$ cat config.mk
export PLATFORM = sky130hd
export DESIGN_NAME = mbc_console_endpoint
export DESIGN_NICKNAME = d
export VERILOG_FILES = /design/src/rtl/mbc_pkg.sv /design/src/rtl/mbc_ring.sv /design/src/rtl/mbc_tx_slot.sv /design/src/rtl/mbc_seq.sv /design/src/rtl/mbc_console_endpoint.sv
export SDC_FILE = /design/constraint.sdc
export NUM_CORES = 2
export LEC_CHECK = 0
export CORE_MARGIN = 2
export CORE_UTILIZATION = 55
export DETAILED_ROUTE_END_ITERATION = 7
export PLACE_DENSITY = 0.78
export SLEW_MARGIN = 25
export SYNTH_ARGS = -nofsm -noshare
export SYNTH_HDL_FRONTEND = slang
export SYNTH_HIERARCHICAL = 1
export SYNTH_SLANG_ARGS = --single-unit
$ cat constraint.sdc
create_clock -name clk -period 9.4 [get_ports clk]
set_clock_uncertainty 0.05 [all_clocks]
set_input_delay 1.41 -clock clk [delete_from_list [all_inputs] [get_ports clk]]
set_output_delay 1.41 -clock clk [all_outputs]
set_load 0.05 [all_outputs]
$ cat src/rtl/mbc_pkg.sv
package mbc_pkg;

   // Register indices in the shared mailbox/doorbell window
   typedef enum logic [1:0] {
      REG_RXMB  = 2'd0,
      REG_TXMB  = 2'd1,
      REG_DBOUT = 2'd2,
      REG_DBIN  = 2'd3
   } mbc_reg_e;

   // Doorbell message codes
   localparam int MSG_ALIVE      = 1;
   localparam int MSG_CONNECT    = 2;
   localparam int MSG_DISCONNECT = 3;
   localparam int MSG_DATA       = 5;

   typedef enum logic [3:0] {
      ST_IDLE,
      ST_RD_DB,
      ST_WR_ALIVE,
      ST_RD_RXMB,
      ST_WR_RXZERO,
      ST_WR_ACK,
      ST_WR_REL,
      ST_WR_DISC,
      ST_RD_TXMB,
      ST_WR_TXMB,
      ST_WR_TXDB
   } mbc_state_e;

endpackage

$ cat src/rtl/mbc_ring.sv
module mbc_ring #(
   parameter int DEPTH  = 256,
   parameter int CHAR_W = 8
) (
   input  logic                      clk,
   input  logic                      rst_n,
   input  logic                      clear,
   input  logic                      push,
   input  logic [CHAR_W-1:0]         push_data,
   input  logic                      pop,
   output logic                      rd_valid,
   output logic [CHAR_W-1:0]         rd_data,
   output logic [$clog2(DEPTH+1)-1:0] occ_next
);
   localparam int  PW   = $clog2(DEPTH);
   localparam int  OW   = $clog2(DEPTH+1);
   localparam bit  POW2 = (DEPTH == (1 << PW));

   generate
      if (DEPTH < 4) begin : g_bad_depth
         $error("mbc_ring: DEPTH must be at least 4");
      end
   endgenerate

   logic [CHAR_W-1:0] mem [DEPTH];
   logic [PW-1:0]     wp, rp, wp_inc, rp_inc;
   logic [OW-1:0]     cnt;
   logic              pop_eff;

   // Pointer advance: free wrap for powers of two, compare otherwise
   generate
      if (POW2) begin : g_wrap_free
         assign wp_inc = wp + 1'b1;
         assign rp_inc = rp + 1'b1;
      end else begin : g_wrap_cmp
         assign wp_inc = (wp == PW'(DEPTH-1)) ? '0 : wp + 1'b1;
         assign rp_inc = (rp == PW'(DEPTH-1)) ? '0 : rp + 1'b1;
      end
   endgenerate

   assign rd_valid = (cnt != '0);
   assign rd_data  = mem[rp];
   assign pop_eff  = pop && rd_valid;

   always_comb begin
      if (clear) occ_next = '0;
      else       occ_next = cnt + OW'(push) - OW'(pop_eff);
   end

   always_ff @(posedge clk) begin
      if (push && !clear) mem[wp] <= push_data;
   end

   always_ff @(posedge clk) begin
      if (!rst_n) begin
         wp  <= '0;
         rp  <= '0;
         cnt <= '0;
      end else if (clear) begin
         wp  <= '0;
         rp  <= '0;
         cnt <= '0;
      end else begin
         if (push)    wp <= wp_inc;
         if (pop_eff) rp <= rp_inc;
         cnt <= occ_next;
      end
   end

   AST_RING_NO_WRAP: assert property (@(posedge clk) disable iff (!rst_n)
      (push && !pop_eff && !clear) |-> (cnt < OW'(DEPTH)));
   AST_CLEAR_EMPTIES: assert property (@(posedge clk) disable iff (!rst_n)
      clear |=> !rd_valid);

endmodule

$ cat src/rtl/mbc_tx_slot.sv
module mbc_tx_slot #(
   parameter int          CHAR_W = 8,
   parameter logic [7:0]  NL     = 8'h0A,
   parameter logic [7:0]  CR     = 8'h0D
) (
   input  logic              clk,
   input  logic              rst_n,
   input  logic              in_valid,
   input  logic [CHAR_W-1:0] in_data,
   output logic              in_ready,
   input  logic              done,
   output logic              pend,
   output logic [CHAR_W-1:0] ch
);
   generate
      if (CHAR_W < 8) begin : g_bad_width
         $error("mbc_tx_slot: CHAR_W must be at least 8");
      end
   endgenerate

   logic busy, cr_next;

   assign in_ready = !busy;
   assign pend     = busy;

   always_ff @(posedge clk) begin
      if (!rst_n) begin
         busy    <= 1'b0;
         cr_next <= 1'b0;
         ch      <= '0;
      end else if (!busy) begin
         if (in_valid) begin
            busy    <= 1'b1;
            ch      <= in_data;
            cr_next <= (in_data == CHAR_W'(NL));
         end
      end else if (done) begin
         if (cr_next) begin
            ch      <= CHAR_W'(CR);
            cr_next <= 1'b0;
         end else begin
            busy    <= 1'b0;
         end
      end
   end

   AST_CR_FOLLOWS_NL: assert property (@(posedge clk) disable iff (!rst_n)
      (done && busy && ch == CHAR_W'(NL)) |=> (busy && ch == CHAR_W'(CR)));
   AST_HOLD_WHILE_BUSY: assert property (@(posedge clk) disable iff (!rst_n)
      (busy && !done) |=> (busy && $stable(ch)));

endmodule

$ cat src/rtl/mbc_seq.sv
module mbc_seq
   import mbc_pkg::*;
#(
   parameter int DATA_W = 32,
   parameter int CHAR_W = 8,
   parameter int DEPTH  = 256,
   parameter int MARGIN = 4
) (
   input  logic                       clk,
   input  logic                       rst_n,
   input  logic                       db_irq,
   input  logic                       disc_req,
   output logic                       bus_req,
   output logic                       bus_we,
   output logic [1:0]                 bus_addr,
   output logic [DATA_W-1:0]          bus_wdata,
   input  logic                       bus_ack,
   input  logic [DATA_W-1:0]          bus_rdata,
   output logic                       ring_clear,
   output logic                       ring_push,
   output logic [CHAR_W-1:0]          ring_data,
   input  logic                       ring_pop,
   input  logic [$clog2(DEPTH+1)-1:0] ring_occ_next,
   input  logic                       tx_pend,
   input  logic [CHAR_W-1:0]          tx_ch,
   output logic                       tx_done,
   output logic                       connected,
   output logic                       proto_err
);
   localparam int OW     = $clog2(DEPTH+1);
   localparam int THRESH = DEPTH - MARGIN;
   localparam logic [DATA_W-1:0] C_ALIVE = DATA_W'(MSG_ALIVE);
   localparam logic [DATA_W-1:0] C_CONN  = DATA_W'(MSG_CONNECT);
   localparam logic [DATA_W-1:0] C_DISC  = DATA_W'(MSG_DISCONNECT);
   localparam logic [DATA_W-1:0] C_DATA  = DATA_W'(MSG_DATA);
   localparam logic [DATA_W-1:0] C_TAG   = DATA_W'(1) << (DATA_W-1);

   generate
      if (MARGIN < 1 || MARGIN >= DEPTH) begin : g_bad_margin
         $error("mbc_seq: MARGIN must lie in 1..DEPTH-1");
      end
      if (DATA_W <= CHAR_W) begin : g_bad_data_w
         $error("mbc_seq: DATA_W must exceed CHAR_W to carry the tag bit");
      end
   endgenerate

   mbc_state_e state, nxt;
   logic full_q, rel_pend, disc_pend, conn_q, err_q;
   logic is_conn, is_alive, is_disc, is_data;
   logic over_th, under_th;

   assign is_alive = (bus_rdata == C_ALIVE);
   assign is_conn  = (bus_rdata == C_CONN);
   assign is_disc  = (bus_rdata == C_DISC);
   assign is_data  = (bus_rdata == C_DATA);
   assign over_th  = (ring_occ_next > OW'(THRESH));
   assign under_th = (ring_occ_next < OW'(THRESH));

   assign connected = conn_q;
   assign proto_err = err_q;

   // Next state and bus command, all from the current state
   always_comb begin
      nxt        = state;
      bus_req    = 1'b0;
      bus_we     = 1'b0;
      bus_addr   = REG_RXMB;
      bus_wdata  = '0;
      ring_clear = 1'b0;
      ring_push  = 1'b0;
      ring_data  = bus_rdata[CHAR_W-1:0];
      tx_done    = 1'b0;
      unique case (state)
         ST_IDLE: begin
            if (db_irq)         nxt = ST_RD_DB;
            else if (rel_pend)  nxt = ST_WR_REL;
            else if (disc_pend) nxt = ST_WR_DISC;
            else if (tx_pend)   nxt = ST_RD_TXMB;
         end
         ST_RD_DB: begin
            bus_req  = 1'b1;
            bus_addr = REG_DBIN;
            if (bus_ack) begin
               if (is_alive)     nxt = ST_WR_ALIVE;
               else if (is_conn) begin
                  nxt        = ST_WR_RXZERO;
                  ring_clear = 1'b1;
               end
               else if (is_data) nxt = ST_RD_RXMB;
               else              nxt = ST_WR_ACK;
            end
         end
         ST_WR_ALIVE: begin
            bus_req   = 1'b1;
            bus_we    = 1'b1;
            bus_addr  = REG_DBOUT;
            bus_wdata = C_ALIVE;
            if (bus_ack) nxt = ST_WR_ACK;
         end
         ST_RD_RXMB: begin
            bus_req  = 1'b1;
            bus_addr = REG_RXMB;
            if (bus_ack) begin
               ring_push = 1'b1;
               nxt = over_th ? ST_WR_ACK : ST_WR_RXZERO;
            end
         end
         ST_WR_RXZERO: begin
            bus_req  = 1'b1;
            bus_we   = 1'b1;
            bus_addr = REG_RXMB;
            if (bus_ack) nxt = ST_WR_ACK;
         end
         ST_WR_ACK: begin
            bus_req   = 1'b1;
            bus_we    = 1'b1;
            bus_addr  = REG_DBIN;
            bus_wdata = '1;
            if (bus_ack) nxt = ST_IDLE;
         end
         ST_WR_REL: begin
            bus_req  = 1'b1;
            bus_we   = 1'b1;
            bus_addr = REG_RXMB;
            if (bus_ack) nxt = ST_IDLE;
         end
         ST_WR_DISC: begin
            bus_req   = 1'b1;
            bus_we    = 1'b1;
            bus_addr  = REG_DBOUT;
            bus_wdata = C_DISC;
            if (bus_ack) nxt = ST_IDLE;
         end
         ST_RD_TXMB: begin
            bus_req  = 1'b1;
            bus_addr = REG_TXMB;
            if (bus_ack) nxt = (bus_rdata == '0) ? ST_WR_TXMB : ST_IDLE;
         end
         ST_WR_TXMB: begin
            bus_req   = 1'b1;
            bus_we    = 1'b1;
            bus_addr  = REG_TXMB;
            bus_wdata = C_TAG | DATA_W'(tx_ch);
            if (bus_ack) nxt = ST_WR_TXDB;
         end
         ST_WR_TXDB: begin
            bus_req   = 1'b1;
            bus_we    = 1'b1;
            bus_addr  = REG_DBOUT;
            bus_wdata = C_DATA;
            if (bus_ack) begin
               nxt     = ST_IDLE;
               tx_done = 1'b1;
            end
         end
         default: nxt = ST_IDLE;
      endcase
   end

   always_ff @(posedge clk) begin
      if (!rst_n) begin
         state     <= ST_IDLE;
         full_q    <= 1'b0;
         rel_pend  <= 1'b0;
         disc_pend <= 1'b0;
         conn_q    <= 1'b0;
         err_q     <= 1'b0;
      end else begin
         state <= nxt;

         // Backpressure bookkeeping
         if (ring_clear) begin
            full_q   <= 1'b0;
            rel_pend <= 1'b0;
         end else if (ring_push && over_th) begin
            full_q   <= 1'b1;
         end else if (full_q && ring_pop && under_th) begin
            full_q   <= 1'b0;
            rel_pend <= 1'b1;
         end else if (state == ST_WR_REL && bus_ack) begin
            rel_pend <= 1'b0;
         end

         // Session status
         if (state == ST_RD_DB && bus_ack) begin
            if (is_conn)      conn_q <= 1'b1;
            else if (is_disc) conn_q <= 1'b0;
            if (!(is_alive || is_conn || is_disc || is_data)) err_q <= 1'b1;
         end
         if (state == ST_WR_DISC && bus_ack) conn_q <= 1'b0;

         disc_pend <= disc_req || (disc_pend && !(state == ST_WR_DISC && bus_ack));
      end
   end

   AST_BUS_HOLD: assert property (@(posedge clk) disable iff (!rst_n)
      (bus_req && !bus_ack) |=> (bus_req && $stable(bus_addr) && $stable(bus_we)
                                 && $stable(bus_wdata)));
   AST_ACK_ALL_ONES: assert property (@(posedge clk) disable iff (!rst_n)
      (bus_req && bus_we && bus_addr == REG_DBIN) |-> (bus_wdata == '1));
   AST_TX_TAGGED: assert property (@(posedge clk) disable iff (!rst_n)
      (bus_req && bus_we && bus_addr == REG_TXMB)
         |-> (bus_wdata[DATA_W-1] && bus_wdata[DATA_W-2:CHAR_W] == '0));
   AST_FULL_HOLDS_MB: assert property (@(posedge clk) disable iff (!rst_n)
      full_q |-> !(bus_req && bus_we && bus_addr == REG_RXMB));
   AST_DISC_DROPS: assert property (@(posedge clk) disable iff (!rst_n)
      (state == ST_WR_DISC && bus_ack) |=> !connected);

endmodule

$ cat src/rtl/mbc_console_endpoint.sv
module mbc_console_endpoint #(
   parameter int DATA_W = 32,
   parameter int CHAR_W = 8,
   parameter int DEPTH  = 256,
   parameter int MARGIN = 4
) (
   input  logic              clk,
   input  logic              rst_n,
   input  logic              db_irq,
   output logic              bus_req,
   output logic              bus_we,
   output logic [1:0]        bus_addr,
   output logic [DATA_W-1:0] bus_wdata,
   input  logic              bus_ack,
   input  logic [DATA_W-1:0] bus_rdata,
   output logic              rx_valid,
   output logic [CHAR_W-1:0] rx_data,
   input  logic              rx_ready,
   input  logic              tx_valid,
   input  logic [CHAR_W-1:0] tx_data,
   output logic              tx_ready,
   input  logic              disc_req,
   output logic              connected,
   output logic              proto_err
);
   localparam int OW = $clog2(DEPTH+1);

   logic              ring_clear, ring_push, ring_pop;
   logic [CHAR_W-1:0] ring_data;
   logic [OW-1:0]     occ_next;
   logic              tx_pend, tx_done;
   logic [CHAR_W-1:0] tx_ch;

   assign ring_pop = rx_valid && rx_ready;

   mbc_ring #(.DEPTH(DEPTH), .CHAR_W(CHAR_W)) u_ring (
      .clk       (clk),
      .rst_n     (rst_n),
      .clear     (ring_clear),
      .push      (ring_push),
      .push_data (ring_data),
      .pop       (ring_pop),
      .rd_valid  (rx_valid),
      .rd_data   (rx_data),
      .occ_next  (occ_next)
   );

   mbc_tx_slot #(.CHAR_W(CHAR_W)) u_tx (
      .clk      (clk),
      .rst_n    (rst_n),
      .in_valid (tx_valid),
      .in_data  (tx_data),
      .in_ready (tx_ready),
      .done     (tx_done),
      .pend     (tx_pend),
      .ch       (tx_ch)
   );

   mbc_seq #(.DATA_W(DATA_W), .CHAR_W(CHAR_W), .DEPTH(DEPTH), .MARGIN(MARGIN)) u_seq (
      .clk           (clk),
      .rst_n         (rst_n),
      .db_irq        (db_irq),
      .disc_req      (disc_req),
      .bus_req       (bus_req),
      .bus_we        (bus_we),
      .bus_addr      (bus_addr),
      .bus_wdata     (bus_wdata),
      .bus_ack       (bus_ack),
      .bus_rdata     (bus_rdata),
      .ring_clear    (ring_clear),
      .ring_push     (ring_push),
      .ring_data     (ring_data),
      .ring_pop      (ring_pop),
      .ring_occ_next (occ_next),
      .tx_pend       (tx_pend),
      .tx_ch         (tx_ch),
      .tx_done       (tx_done),
      .connected     (connected),
      .proto_err     (proto_err)
   );

   AST_TX_READY_IDLE: assert property (@(posedge clk) disable iff (!rst_n)
      (tx_valid && tx_ready) |=> !tx_ready);

endmodule

==> reports/qor.csv <==
stage,metric,value,unit
die,die_x,391,um
timing,fin_setup_tns,0,ps
timing,maxSlewViolCount,0,
cts,clock_sinks,2100,
critical_path,critical_path_class,flop to primary output,
die,core,148000,um^2
place,io_buffers,94,
routing,top_layer,met4,
synthesis,synth_cells,3982,
layout,fin_nets,4127,
global_route,grt_pass1_wl,284000,um
cts,postCtsSetupBuffers,0,
timing,max_freq,140,MHz
global_route,grt_max_degree,167,
global_route,grt_antenna_before_repair,0,
cts,clk_path_buf_depth,3,
cts,cts_root_buffer,clkbuf_16,
cts,cts_buffers,198,
routing,wl_met3,21300,um
place,pre_cts_slack,3080,ps
worst_hold_path,hold_class,flop to flop,
synthesis,synth_edf_count,2048,
run,cap_viol_max_count,0,
routing,wl_per_cell,31.5,um
synthesis,dominantRegCellSynth,edfxtp_1,
cts,holdBufCountCts,0,
outcome,status,completed,
die,initial_core_util,55.5,%
synthesis,syn_area,82300,um^2
routing,final_antenna_net_count,0,
synthesis,synth_fp_nets,4047,
die,die_h,391,um
global_route,grt_pass1_vias,41300,
timing,min_period,7120,ps
cts,cts-resized-gates,0,
place,gp_congestion,0.870,
routing,drtIter0Drc,5564,
timing,hold_viol,0,
timing,fin_crit_sh,75.8,%
routing,via_per_inst,6.71,
critical_path,cp-end-kind,primary output,
layout,syn2layout_area_growth,10.5,%
global_route,grt_usage,25.7,%
synthesis,seq_area_frac_synth,76.0,%
power,ir_worst_vdd,272,uV
die,io_pins,95,
routing,dr.pass1.iters,6,
die,die_area,153000,um^2
synthesis,avgSynthCellArea,20.7,um^2
power,p_per_area,243,nW/um^2
cts,htree_levels,4,
power,p_leak,27.2,nW
synthesis,synth-async-reset-ratio,0,%
global_route,gr-total-overflow,0,
timing,max_slew.worst_pin.slew,1090,ps
layout,diodes,0,
critical_path,cp.arrival,5660,ps
routing,wl_met2,94300,um
cts,clk_latency,820,ps
cts,cts_tree,yes,
synthesis,synth_cell_types,84,
timing,slew_headroom,26.9,%
cts,path_clk_slew,60,ps
die,num_rows,141,
synthesis,ys_ff_latch,2100,
routing,dr_total_vias,41300,
routing,met1Wirelength,70200,um
routing,drc,0,
timing,setup_viol,0,
critical_path,worstPathMaxFanout,75,
place,dpl.hpwl,112000,um
synthesis,synth_warnings,6,
timing,rsz0062_at_grt,false,
critical_path,cp.required,7940,ps
layout,drive_above_1_share,21.2,%
critical_path,critPathLaunchType,flop,
routing,wirelength,194000,um
timing,worst_slack,2280,ps
-- worst paths after layout --
check	from	to	slack, ps	depth (start not counted)
max	flop	rx_data[5]	2280	9
min	u_tx/cr_next	u_tx/pend	430	2
max reg2reg	u_seq/state[0]	u_ring/mem[210][6]	4520	7
min reg2reg	u_tx/cr_next	u_tx/pend	430	2
-- layout by cell type (no fill, tap or decap), types with 15 or more instances in the layout --
master           synthesis  routed
a21oi_1                 37      37
a221oi_1                46      46
a22o_1                  50      50
a22oi_1                 56      56
buf_4                   54      45
clkbuf_1                90      45
clkbuf_16                0     204
clkdlybuf4s50_1          0      86
clkinv_1                 1      45
clkinv_2                 0      33
dfxtp_1                 52      47
edfxtp_1              2048    2048
ha_1                    17      17
inv_1                   21      21
mux2i_1                 75      75
mux4_2                 490     490
nand2_1                 62      62
nand3_1                 41      30
nand4_1                 15      15
nor2_1                 319     316
nor2b_1                 21      17
nor3_1                  57      57
o211ai_1                32      32
o21ai_0                 15      15
o22ai_1                 72      72
-- worst max-delay path, cell delays in order (launching register included) --
cell and delay, ps:
dfxtp_4 940, buf_12 450, buf_4 580, mux4_2 350, mux2i_1 120, or3_1 350
o211ai_1 110, nor3_1 80, nor3_1 780, clkdlybuf4s50_1 960
-- metrics by stage --
stage | util, % | instances | hold WS [ps] | area [um^2] | total power [mW]
after floorplan | - | 3982 | 408 | 82300 | 13.7
after global placement | 57.1 | 5790 | 405 | 84600 | 14.5
after detailed placement | 57.1 | 5790 | 415 | 84600 | 14.6
after CTS | 61.3 | 6153 | 438 | 90800 | 22.2
after global routing | 61.3 | 6155 | 454 | 90900 | 22.8
final | 61.3 | 6155 | 435 | 90900 | 22.1
-- flip-flops by register name (all words and copies together), names as in the netlist, named ones only --
signal           cells
u_ring/wp            8
u_ring/rp            8
u_seq/full_q         1
u_ring/mem        2048
u_seq/disc_pend      1
u_seq/proto_err      1
u_seq/rel_pend       1
u_tx/pend            1
u_tx/ch              8
u_seq/connected      1
u_seq/state          4
u_tx/cr_next         1
u_ring/cnt           9
-- per-layer routing --
metal	vias up	global-route usage, %
met5	-	0
met2	2808	41.0
met4	0	10.5
met1	21300	35.1
met3	455	5.16
li1	16700	-
-- synthesized netlist by cell type, drive strengths merged (7+ instances only) --
cell type	number	area [um^2]
a21oi	37	185
a221oi	52	493
a22o	50	438
a22oi	56	420
and2	12	77.6
buf	180	1380
clkbuf	92	348
dfxtp	52	1040
edfxtp	2048	61500
ha	17	213
inv	22	82.6
mux2i	75	751
mux4	490	11000
nand2	62	233
nand2b	14	95.1
nand3	43	233
nand4	16	106
nor2	321	1210
nor2b	21	131
nor3	60	315
nor3b	7	52.6
nor4	20	178
o211ai	32	240
o21ai	17	85.1
o22ai	72	450
xnor2	12	105
xor2	9	78.8
-- power by group --
part	total, mW	switching (mW)	internal (mW)
sequential	10.4	0.0961	10.3
clock	7.71	3.38	4.32
combinational	3.99	2.15	1.83
total	22.1	5.63	16.5
-- logic make-up (layout without fill, tap and decap cells) --
kind of cell,after synthesis,count (layout),share of synthesized area (%)
xor+xnor,21,21,0.223
fa+ha+maj,18,18,0.283
compound gates,380,380,3.50
flops,2100,2100,76.0
buf+inv,295,538,2.20
simple gates,603,603,3.48
mux,565,565,14.3
-- final cells by class --
cell class,instances,area [um^2]
inverters,23,86.3
clock inverters,110,912
well taps,1930,2410
fillers,9726,57300
repair buffers,152,1560
flip-flops and latches,2100,62600
clock buffers,253,5320
multi-input cells,1587,18100
No activity file was read; power rests on OpenSTA's default activity.
